===== config.mk =====
export PLATFORM = sky130hd
export DESIGN_NAME = dual_die_prog_sched
export DESIGN_NICKNAME = d
export VERILOG_FILES = /design/src/rtl/nfs_pkg.sv /design/src/rtl/nfs_rb_sync.sv /design/src/rtl/nfs_die_track.sv /design/src/rtl/nfs_bus_seq.sv /design/src/rtl/dual_die_prog_sched.sv
export SDC_FILE = /design/constraint.sdc
export NUM_CORES = 1
export LEC_CHECK = 0
export BUFFER_PORTS_ARGS = -buffer_cell sky130_fd_sc_hd__buf_2
export CORE_ASPECT_RATIO = 1.25
export CORE_MARGIN = 8
export CORE_UTILIZATION = 25
export CTS_CLUSTER_DIAMETER = 50
export CTS_CLUSTER_SIZE = 14
export DETAILED_ROUTE_END_ITERATION = 10
export GPL_ROUTABILITY_DRIVEN = 0
export GPL_TIMING_DRIVEN = 1
export PLACE_DENSITY_LB_ADDON = 0.15
export RECOVER_POWER = 25
export SYNTH_ARGS = -nofsm -noshare
export SYNTH_HDL_FRONTEND = slang
export SYNTH_SLANG_ARGS = --single-unit

===== constraint.sdc =====
create_clock -name clk -period 4.2 [get_ports clk]
set_clock_uncertainty 0.05 [all_clocks]
set_input_delay 0.42 -clock clk [delete_from_list [all_inputs] [get_ports clk]]
set_output_delay 0.42 -clock clk [all_outputs]
set_load 0.03 [all_outputs]

===== src/rtl/nfs_pkg.sv =====
package nfs_pkg;
  localparam logic [7:0] OP_PROG_SETUP = 8'h80;
  localparam logic [7:0] OP_PROG_CONF  = 8'h10;
  localparam logic [7:0] OP_RESET      = 8'hFF;

  typedef enum logic [2:0] {
    PH_IDLE, PH_SETUP, PH_ADDR, PH_DATA, PH_CONF, PH_RST
  } bus_phase_e;

  typedef enum logic [1:0] {
    DS_READY, DS_WAIT_FALL, DS_BUSY
  } die_state_e;

  typedef enum logic [1:0] {
    CS_WAIT_RB, CS_RST_D0, CS_RST_D1, CS_RUN
  } ctrl_state_e;
endpackage


===== src/rtl/nfs_rb_sync.sv =====
module nfs_rb_sync #(
  parameter int STAGES = 2
) (
  input  logic clk,
  input  logic rst_n,
  input  logic d,
  output logic q
);
  logic [STAGES-1:0] sr_q;

  genvar s;
  generate
    for (s = 0; s < STAGES; s++) begin : g_stage
      if (s == 0) begin : g_first
        always_ff @(posedge clk or negedge rst_n) begin
          if (!rst_n) sr_q[0] <= 1'b0;
          else        sr_q[0] <= d;
        end
      end else begin : g_next
        always_ff @(posedge clk or negedge rst_n) begin
          if (!rst_n) sr_q[s] <= 1'b0;
          else        sr_q[s] <= sr_q[s-1];
        end
      end
    end
  endgenerate

  assign q = sr_q[STAGES-1];
endmodule


===== src/rtl/nfs_die_track.sv =====
module nfs_die_track
  import nfs_pkg::*;
#(
  parameter int ROW_W = 24
) (
  input  logic             clk,
  input  logic             rst_n,
  input  logic             rb_s,
  input  logic             issue_prog,
  input  logic             issue_rst,
  input  logic [ROW_W-1:0] page_in,
  output logic             ready,
  output logic             cpl,
  output logic [ROW_W-1:0] cpl_page
);
  die_state_e       st_q, st_d;
  logic             prog_q, prog_d;
  logic [ROW_W-1:0] page_q;
  logic             page_en;

  always_comb begin
    st_d    = st_q;
    prog_d  = prog_q;
    page_en = 1'b0;
    cpl     = 1'b0;
    unique case (st_q)
      DS_READY: begin
        if (issue_prog || issue_rst) begin
          st_d    = DS_WAIT_FALL;
          prog_d  = issue_prog;
          page_en = issue_prog;
        end
      end
      DS_WAIT_FALL: begin
        if (!rb_s) st_d = DS_BUSY;
      end
      DS_BUSY: begin
        if (rb_s) begin
          st_d   = DS_READY;
          cpl    = prog_q;
          prog_d = 1'b0;
        end
      end
      default: st_d = DS_READY;
    endcase
  end

  always_ff @(posedge clk or negedge rst_n) begin
    if (!rst_n) begin
      st_q   <= DS_READY;
      prog_q <= 1'b0;
    end else begin
      st_q   <= st_d;
      prog_q <= prog_d;
    end
  end

  always_ff @(posedge clk or negedge rst_n) begin
    if (!rst_n)       page_q <= '0;
    else if (page_en) page_q <= page_in;
  end

  assign ready    = (st_q == DS_READY);
  assign cpl_page = page_q;
endmodule


===== src/rtl/nfs_bus_seq.sv =====
module nfs_bus_seq
  import nfs_pkg::*;
#(
  parameter int ROW_W      = 24,
  parameter int COL_BYTES  = 2,
  parameter int PAGE_BYTES = 2112
) (
  input  logic             clk,
  input  logic             rst_n,
  input  logic             start_prog,
  input  logic             start_rst,
  input  logic             die_in,
  input  logic [ROW_W-1:0] page_in,
  input  logic [7:0]       src_byte,
  output logic [1:0]       ce_n,
  output logic             cle,
  output logic             ale,
  output logic             we_n,
  output logic [7:0]       io,
  output logic             src_rd,
  output logic             idle,
  output logic             confirm,
  output logic             rst_cmd,
  output logic             cur_die,
  output logic [ROW_W-1:0] cur_page
);
  localparam int ROW_BYTES = (ROW_W + 7) / 8;
  localparam int ADDR_N    = COL_BYTES + ROW_BYTES;
  localparam int MAXN      = (PAGE_BYTES > ADDR_N) ? PAGE_BYTES : ADDR_N;
  localparam int CNT_W     = $clog2(MAXN + 1);

  bus_phase_e           ph_q, ph_d;
  logic [CNT_W-1:0]     cnt_q, cnt_d;
  logic                 die_q;
  logic [ROW_W-1:0]     page_q;
  logic                 load_en;
  logic [8*ROW_BYTES-1:0] row_pad;
  logic [7:0]           addr_byte;

  always_comb begin
    ph_d    = ph_q;
    cnt_d   = cnt_q;
    load_en = 1'b0;
    unique case (ph_q)
      PH_IDLE: begin
        if (start_prog) begin
          ph_d    = PH_SETUP;
          load_en = 1'b1;
        end else if (start_rst) begin
          ph_d    = PH_RST;
          load_en = 1'b1;
        end
      end
      PH_SETUP: begin
        ph_d  = PH_ADDR;
        cnt_d = '0;
      end
      PH_ADDR: begin
        if (cnt_q == CNT_W'(ADDR_N - 1)) begin
          ph_d  = PH_DATA;
          cnt_d = '0;
        end else begin
          cnt_d = cnt_q + 1'b1;
        end
      end
      PH_DATA: begin
        if (cnt_q == CNT_W'(PAGE_BYTES - 1)) begin
          ph_d  = PH_CONF;
          cnt_d = '0;
        end else begin
          cnt_d = cnt_q + 1'b1;
        end
      end
      PH_CONF: ph_d = PH_IDLE;
      PH_RST:  ph_d = PH_IDLE;
      default: ph_d = PH_IDLE;
    endcase
  end

  always_ff @(posedge clk or negedge rst_n) begin
    if (!rst_n) begin
      ph_q  <= PH_IDLE;
      cnt_q <= '0;
    end else begin
      ph_q  <= ph_d;
      cnt_q <= cnt_d;
    end
  end

  always_ff @(posedge clk or negedge rst_n) begin
    if (!rst_n) begin
      die_q  <= 1'b0;
      page_q <= '0;
    end else if (load_en) begin
      die_q  <= die_in;
      page_q <= start_prog ? page_in : page_q;
    end
  end

  assign row_pad = {{(8*ROW_BYTES-ROW_W){1'b0}}, page_q};

  always_comb begin
    addr_byte = 8'h00;
    for (int b = 0; b < ROW_BYTES; b++) begin
      if (cnt_q == CNT_W'(COL_BYTES + b)) addr_byte = row_pad[8*b +: 8];
    end
  end

  always_comb begin
    unique case (ph_q)
      PH_SETUP: io = OP_PROG_SETUP;
      PH_ADDR:  io = addr_byte;
      PH_DATA:  io = src_byte;
      PH_CONF:  io = OP_PROG_CONF;
      PH_RST:   io = OP_RESET;
      default:  io = 8'h00;
    endcase
  end

  assign idle     = (ph_q == PH_IDLE);
  assign we_n     = idle;
  assign ce_n     = idle ? 2'b11 : (die_q ? 2'b01 : 2'b10);
  assign cle      = (ph_q == PH_SETUP) || (ph_q == PH_CONF) || (ph_q == PH_RST);
  assign ale      = (ph_q == PH_ADDR);
  assign src_rd   = (ph_q == PH_DATA);
  assign confirm  = (ph_q == PH_CONF);
  assign rst_cmd  = (ph_q == PH_RST);
  assign cur_die  = die_q;
  assign cur_page = page_q;
endmodule


===== src/rtl/dual_die_prog_sched.sv =====
module dual_die_prog_sched
  import nfs_pkg::*;
#(
  parameter int ROW_W       = 24,
  parameter int COL_BYTES   = 2,
  parameter int PAGE_BYTES  = 2112,
  parameter int SYNC_STAGES = 2
) (
  input  logic               clk,
  input  logic               rst_n,
  input  logic               req_valid,
  output logic               req_ready,
  input  logic [ROW_W-1:0]   req_page,
  output logic               src_rd,
  input  logic [7:0]         src_byte,
  output logic [1:0]         nand_ce_n,
  output logic               nand_cle,
  output logic               nand_ale,
  output logic               nand_we_n,
  output logic [7:0]         nand_io,
  input  logic [1:0]         nand_rb,
  output logic [1:0]         cpl_valid,
  output logic [2*ROW_W-1:0] cpl_page
);
  localparam int NDIE = 2;

  logic [1:0]       rst_sync_q;
  logic             rst_n_i;
  logic [NDIE-1:0]  rb_s, die_rdy, iss_prog, iss_rst;
  ctrl_state_e      cs_q, cs_d;
  logic             start_prog, start_rst, start_die;
  logic             seq_idle, seq_conf, seq_rst, seq_die;
  logic [ROW_W-1:0] seq_page;

  always_ff @(posedge clk or negedge rst_n) begin
    if (!rst_n) rst_sync_q <= 2'b00;
    else        rst_sync_q <= {rst_sync_q[0], 1'b1};
  end
  assign rst_n_i = rst_sync_q[1];

  genvar d;
  generate
    for (d = 0; d < NDIE; d++) begin : g_die
      nfs_rb_sync #(.STAGES(SYNC_STAGES)) u_sync (
        .clk(clk), .rst_n(rst_n_i), .d(nand_rb[d]), .q(rb_s[d])
      );
      assign iss_prog[d] = seq_conf && (seq_die == 1'(d));
      assign iss_rst[d]  = seq_rst  && (seq_die == 1'(d));
      nfs_die_track #(.ROW_W(ROW_W)) u_track (
        .clk(clk), .rst_n(rst_n_i), .rb_s(rb_s[d]),
        .issue_prog(iss_prog[d]), .issue_rst(iss_rst[d]),
        .page_in(seq_page), .ready(die_rdy[d]),
        .cpl(cpl_valid[d]), .cpl_page(cpl_page[d*ROW_W +: ROW_W])
      );
    end
  endgenerate

  always_comb begin
    cs_d      = cs_q;
    start_rst = 1'b0;
    start_die = 1'b0;
    unique case (cs_q)
      CS_WAIT_RB: if (&rb_s) cs_d = CS_RST_D0;
      CS_RST_D0: begin
        if (seq_idle) begin
          start_rst = 1'b1;
          cs_d      = CS_RST_D1;
        end
      end
      CS_RST_D1: begin
        if (seq_idle) begin
          start_rst = 1'b1;
          start_die = 1'b1;
          cs_d      = CS_RUN;
        end
      end
      CS_RUN:  cs_d = CS_RUN;
      default: cs_d = CS_WAIT_RB;
    endcase
    if (cs_q == CS_RUN) start_die = req_page[0];
  end

  always_ff @(posedge clk or negedge rst_n_i) begin
    if (!rst_n_i) cs_q <= CS_WAIT_RB;
    else          cs_q <= cs_d;
  end

  assign req_ready  = (cs_q == CS_RUN) && seq_idle && die_rdy[req_page[0]];
  assign start_prog = req_valid && req_ready;

  nfs_bus_seq #(
    .ROW_W(ROW_W), .COL_BYTES(COL_BYTES), .PAGE_BYTES(PAGE_BYTES)
  ) u_seq (
    .clk(clk), .rst_n(rst_n_i),
    .start_prog(start_prog), .start_rst(start_rst),
    .die_in(start_die), .page_in(req_page), .src_byte(src_byte),
    .ce_n(nand_ce_n), .cle(nand_cle), .ale(nand_ale), .we_n(nand_we_n),
    .io(nand_io), .src_rd(src_rd), .idle(seq_idle), .confirm(seq_conf),
    .rst_cmd(seq_rst), .cur_die(seq_die), .cur_page(seq_page)
  );
endmodule


==> summary.txt <==
Run status
  • Status: finished, violations left
  • Failing checks: max-capacitance violations, max-slew violations

Global route
  • First-pass GRT wire length: 21100 microns
  • Largest net degree at the start of global routing: 69
  • Initial antenna violation count: 0
  • Total GRT Usage: 11.5%
  • Grt total ovfl: 0
  • Vias in the first global route: 3708

Logic synthesis
  • Synthesized net count: 429
  • Largest cells by area after synthesis: dfrtp_1 (53%), mux2_2 (13%), mux2_4 (5.6%), ha_1 (2.6%), nand2_1 (2.2%)
  • Sequential fraction of the synthesis area: 53.1%
  • Post-synthesis instance area: roughly 4800 sq um
  • Synth top area share: between 50 and 60%
  • Synth warn: 0
  • #FFs+latches synth: between 100 and 150
  • Post-synth EDFFs: 0
  • Syn_area_per_cell: approximately 13 sq um
  • Commonest register cell after synthesis: dfrtp_1
  • Post-synth ARST share: 100%
  • Cells after Synth: 382
  • Yosys top cell by area: dfrtp_1
  • Yosys cell types: 55

Worst setup path
  • Crit. End Element: output port
  • CP Class: register to output port
  • Required time worst endpoint: 3.73 ns
  • Critical Path Source Type: register
  • Data arrival, critical path: 2.67 ns
  • Crit-path max FO: 11

Timing
  • Setup violations, final: 0
  • Tcrit/Tclk final: 74.8%
  • Fmax: 318 MHz
  • Tmin final: 3.14 ns
  • Slew margin rel.: -87.4%
  • Fin. max-slew vios: 69
  • Unrepaired setup endpoints after global routing: false
  • Final Hold Violating Endpoints: 0
  • Worst-Margin Slew: 2.81 ns
  • Setup TNS: 0 ns

Detailed routing
  • Remaining antenna violation count: 0
  • Vias per cell: 4.66
  • Total number of vias: 3352
  • Wire length per cell: 18.6 microns
  • DRC: 0
  • Drt pass-1 iters: 4
  • Total wire length: 13400 microns
  • Initial DRC count: 106

Floorplanning
  • Top Ports: roughly 100
  • Core area: 18800 sq um
  • Starting Density: 25.5%
  • DIE AREA: 24000 sq um
  • Chip Width: 140 microns
  • Die height: 171 microns
  • Row Count: 56

Power and ir drop
  • Pwr Total: 1.88 mW
  • Static Leak: 2.99 nW
  • Power Dens Cells: between 300 and 400 nW/um^2
  • Worst vdd ir: 0.171 mV

CTS
  • Clock sink count: 102
  • Clock Tree Buf Depth: 2
  • CTS tree: built
  • Post-CTS Repair Setup Buffers: 0
  • Reg clk slew, reported paths: 0.07 ns
  • Root Buffer: clkbuf_16
  • Total CTS buffers: 9
  • CTS H-tree lvls: 3
  • Skew-Pair Late Insertion Delay: 0.36 ns

Cells and area
  • Fill cells: between 1500 and 2000
  • Area growth, synth to finish: 21.0%
  • Non-Filler Instances: 719
  • Commonest non-fill, non-tap cell in the layout: dfrtp_1
  • Share of layout cells above drive strength 1: a little over two fifths
  • Fin nets: between 500 and 600
  • Commonest non-fill, non-tap cells in the layout: dfrtp_1 (102), buf_2 (100), mux2_2 (54)
  • Final Util: 30.9%
  • Antenna cells: 0

Min path
  • Hold Path Class: input port to register

Placed design
  • DP HPWL: 9950 microns
  • Port bufs: slightly above 100
  • Placed insts: 702

Flow run
  • Max cap viols: 1
[cell usage after synthesis (2+ instances only)]
cell,n
mux2_2,54
a221oi_1,8
buf_1,2
xnor2_1,3
inv_1,11
a21oi_1,6
nand3_1,12
o21ai_0,16
mux2i_1,2
clkbuf_1,3
nor3_1,5
buf_4,6
buf_6,3
nand2_1,28
ha_1,10
and4_1,2
and3_1,6
and2_1,8
nor2_4,2
o311ai_0,3
dfrtp_1,102
o31ai_1,9
a31oi_1,3
nand4_1,4
mux2_4,18
o2bb2ai_1,2
nor2b_1,4
nand4_4,2
a31o_2,3
or2_2,2
nor2_1,19
[per-layer routing]
layer  track usage [%]  up-vias  routed length, microns
met5                 0        -                       0
met4              4.82        0                     293
li1                  -     1585                       -
met2              18.6       78                    6440
met3              3.18       16                     625
met1              14.1     1673                    6030
[sequential cells by signal, summed over array words and instances (netlist names)]
signal / cells
g_die.u_track.cpl_page: 48
u_seq.cur_page: 24
u_seq.cnt_q: 12
g_die.u_track.st_q: 4
u_seq.ph_q: 3
cs_q: 2
g_die.u_sync.q: 2
g_die.u_sync.sr_q: 2
g_die.u_track.prog_q: 2
rst_sync_q: 2
u_seq.cur_die: 1
[stage by stage]
stage          instance area, sq um  worst slack [ns]  hold WS, ns
5_1_grt                        5820             0.736       0.0963
6_report                       5820              1.06        0.115
3_3_place_gp                   5520              1.48        0.155
3_5_place_dp                   5520              1.43        0.156
2_1_floorplan                  4810              1.10       0.0744
4_1_cts                        5820              1.03        0.103
[kinds of logic (layout without fill, tap and decap cells)]
kind of cell	Yosys count	after routing	share of synthesized area (%)
AND/OR/NAND/NOR	105	105	12.7
flip-flops	102	102	53.1
multiplexers	74	74	18.7
AO/OA/AOI/OAI	59	59	9.06
buffers and inverters	27	132	3.10
adder cells (fa/ha/maj)	10	10	2.60
XOR/XNOR	4	4	0.729
other	1	1	0.0780
[timing repair]
item | in CTS | in global routing
endpoints found under the hold margin | 2 | 0
endpoints found under the setup margin | 0 | 0
hold buffers | 1 | 0
gates resized for setup | 0 | 0
[worst paths after layout]
| check | startpoint | to | slack (ns) | depth (start not counted) |
|---|---|---|---|---|
| setup / recovery | u_seq.ph_q[1] | nand_io[4] | 1.06 | 6 |
| hold / removal | nand_rb[1] | g_die[1].u_sync.sr_q[0] | 0.11 | 1 |
| setup reg to reg | rst_sync_q[1] | g_die[0].u_track.cpl_page[4] | 1.32 | 1 |
| hold reg to reg | g_die[1].u_sync.sr_q[0] | g_die[1].u_sync.q | 0.30 | 0 |
| max in group asynchronous | rst_sync_q[1] | g_die[0].u_track.cpl_page[4] | 1.32 | 1 |
| min in group asynchronous | rst_n | rst_sync_q[1] | 0.31 | 2 |
[report_power, final]
group	internal [mW]	switching [mW]	total, mW	leakage [nW]
Clock	0.428	0.404	0.832	0.135
Sequential	0.984	0.0143	0.998	1.38
Combinational	0.0215	0.0331	0.0546	1.48
Total	1.43	0.451	1.88	2.99
[critical path, stage by stage, from the launching register on]
cell and delay [ns]:
dfrtp_1 0.55, inv_1 0.18, ha_1 0.41, and3_1 0.23, o2111ai_4 0.19, o31ai_1 0.48
buf_2 0.28
[final cells by class]
| cell class | count | area [sq um] | area share (%) |
|---|---|---|---|
| Clock buffer | 10 | 239 | 4.11 |
| Clock inverter | 6 | 53.8 | 0.925 |
| Inverter | 12 | 46.3 | 0.796 |
| Multi-Input combinational cell | 253 | 2110 | 36.2 |
| Sequential cell | 102 | 2550 | 43.9 |
| Tap cell | 232 | 290 | 4.99 |
| Timing Repair Buffer | 104 | 529 | 9.10 |
(Power assumes the default switching activity.)
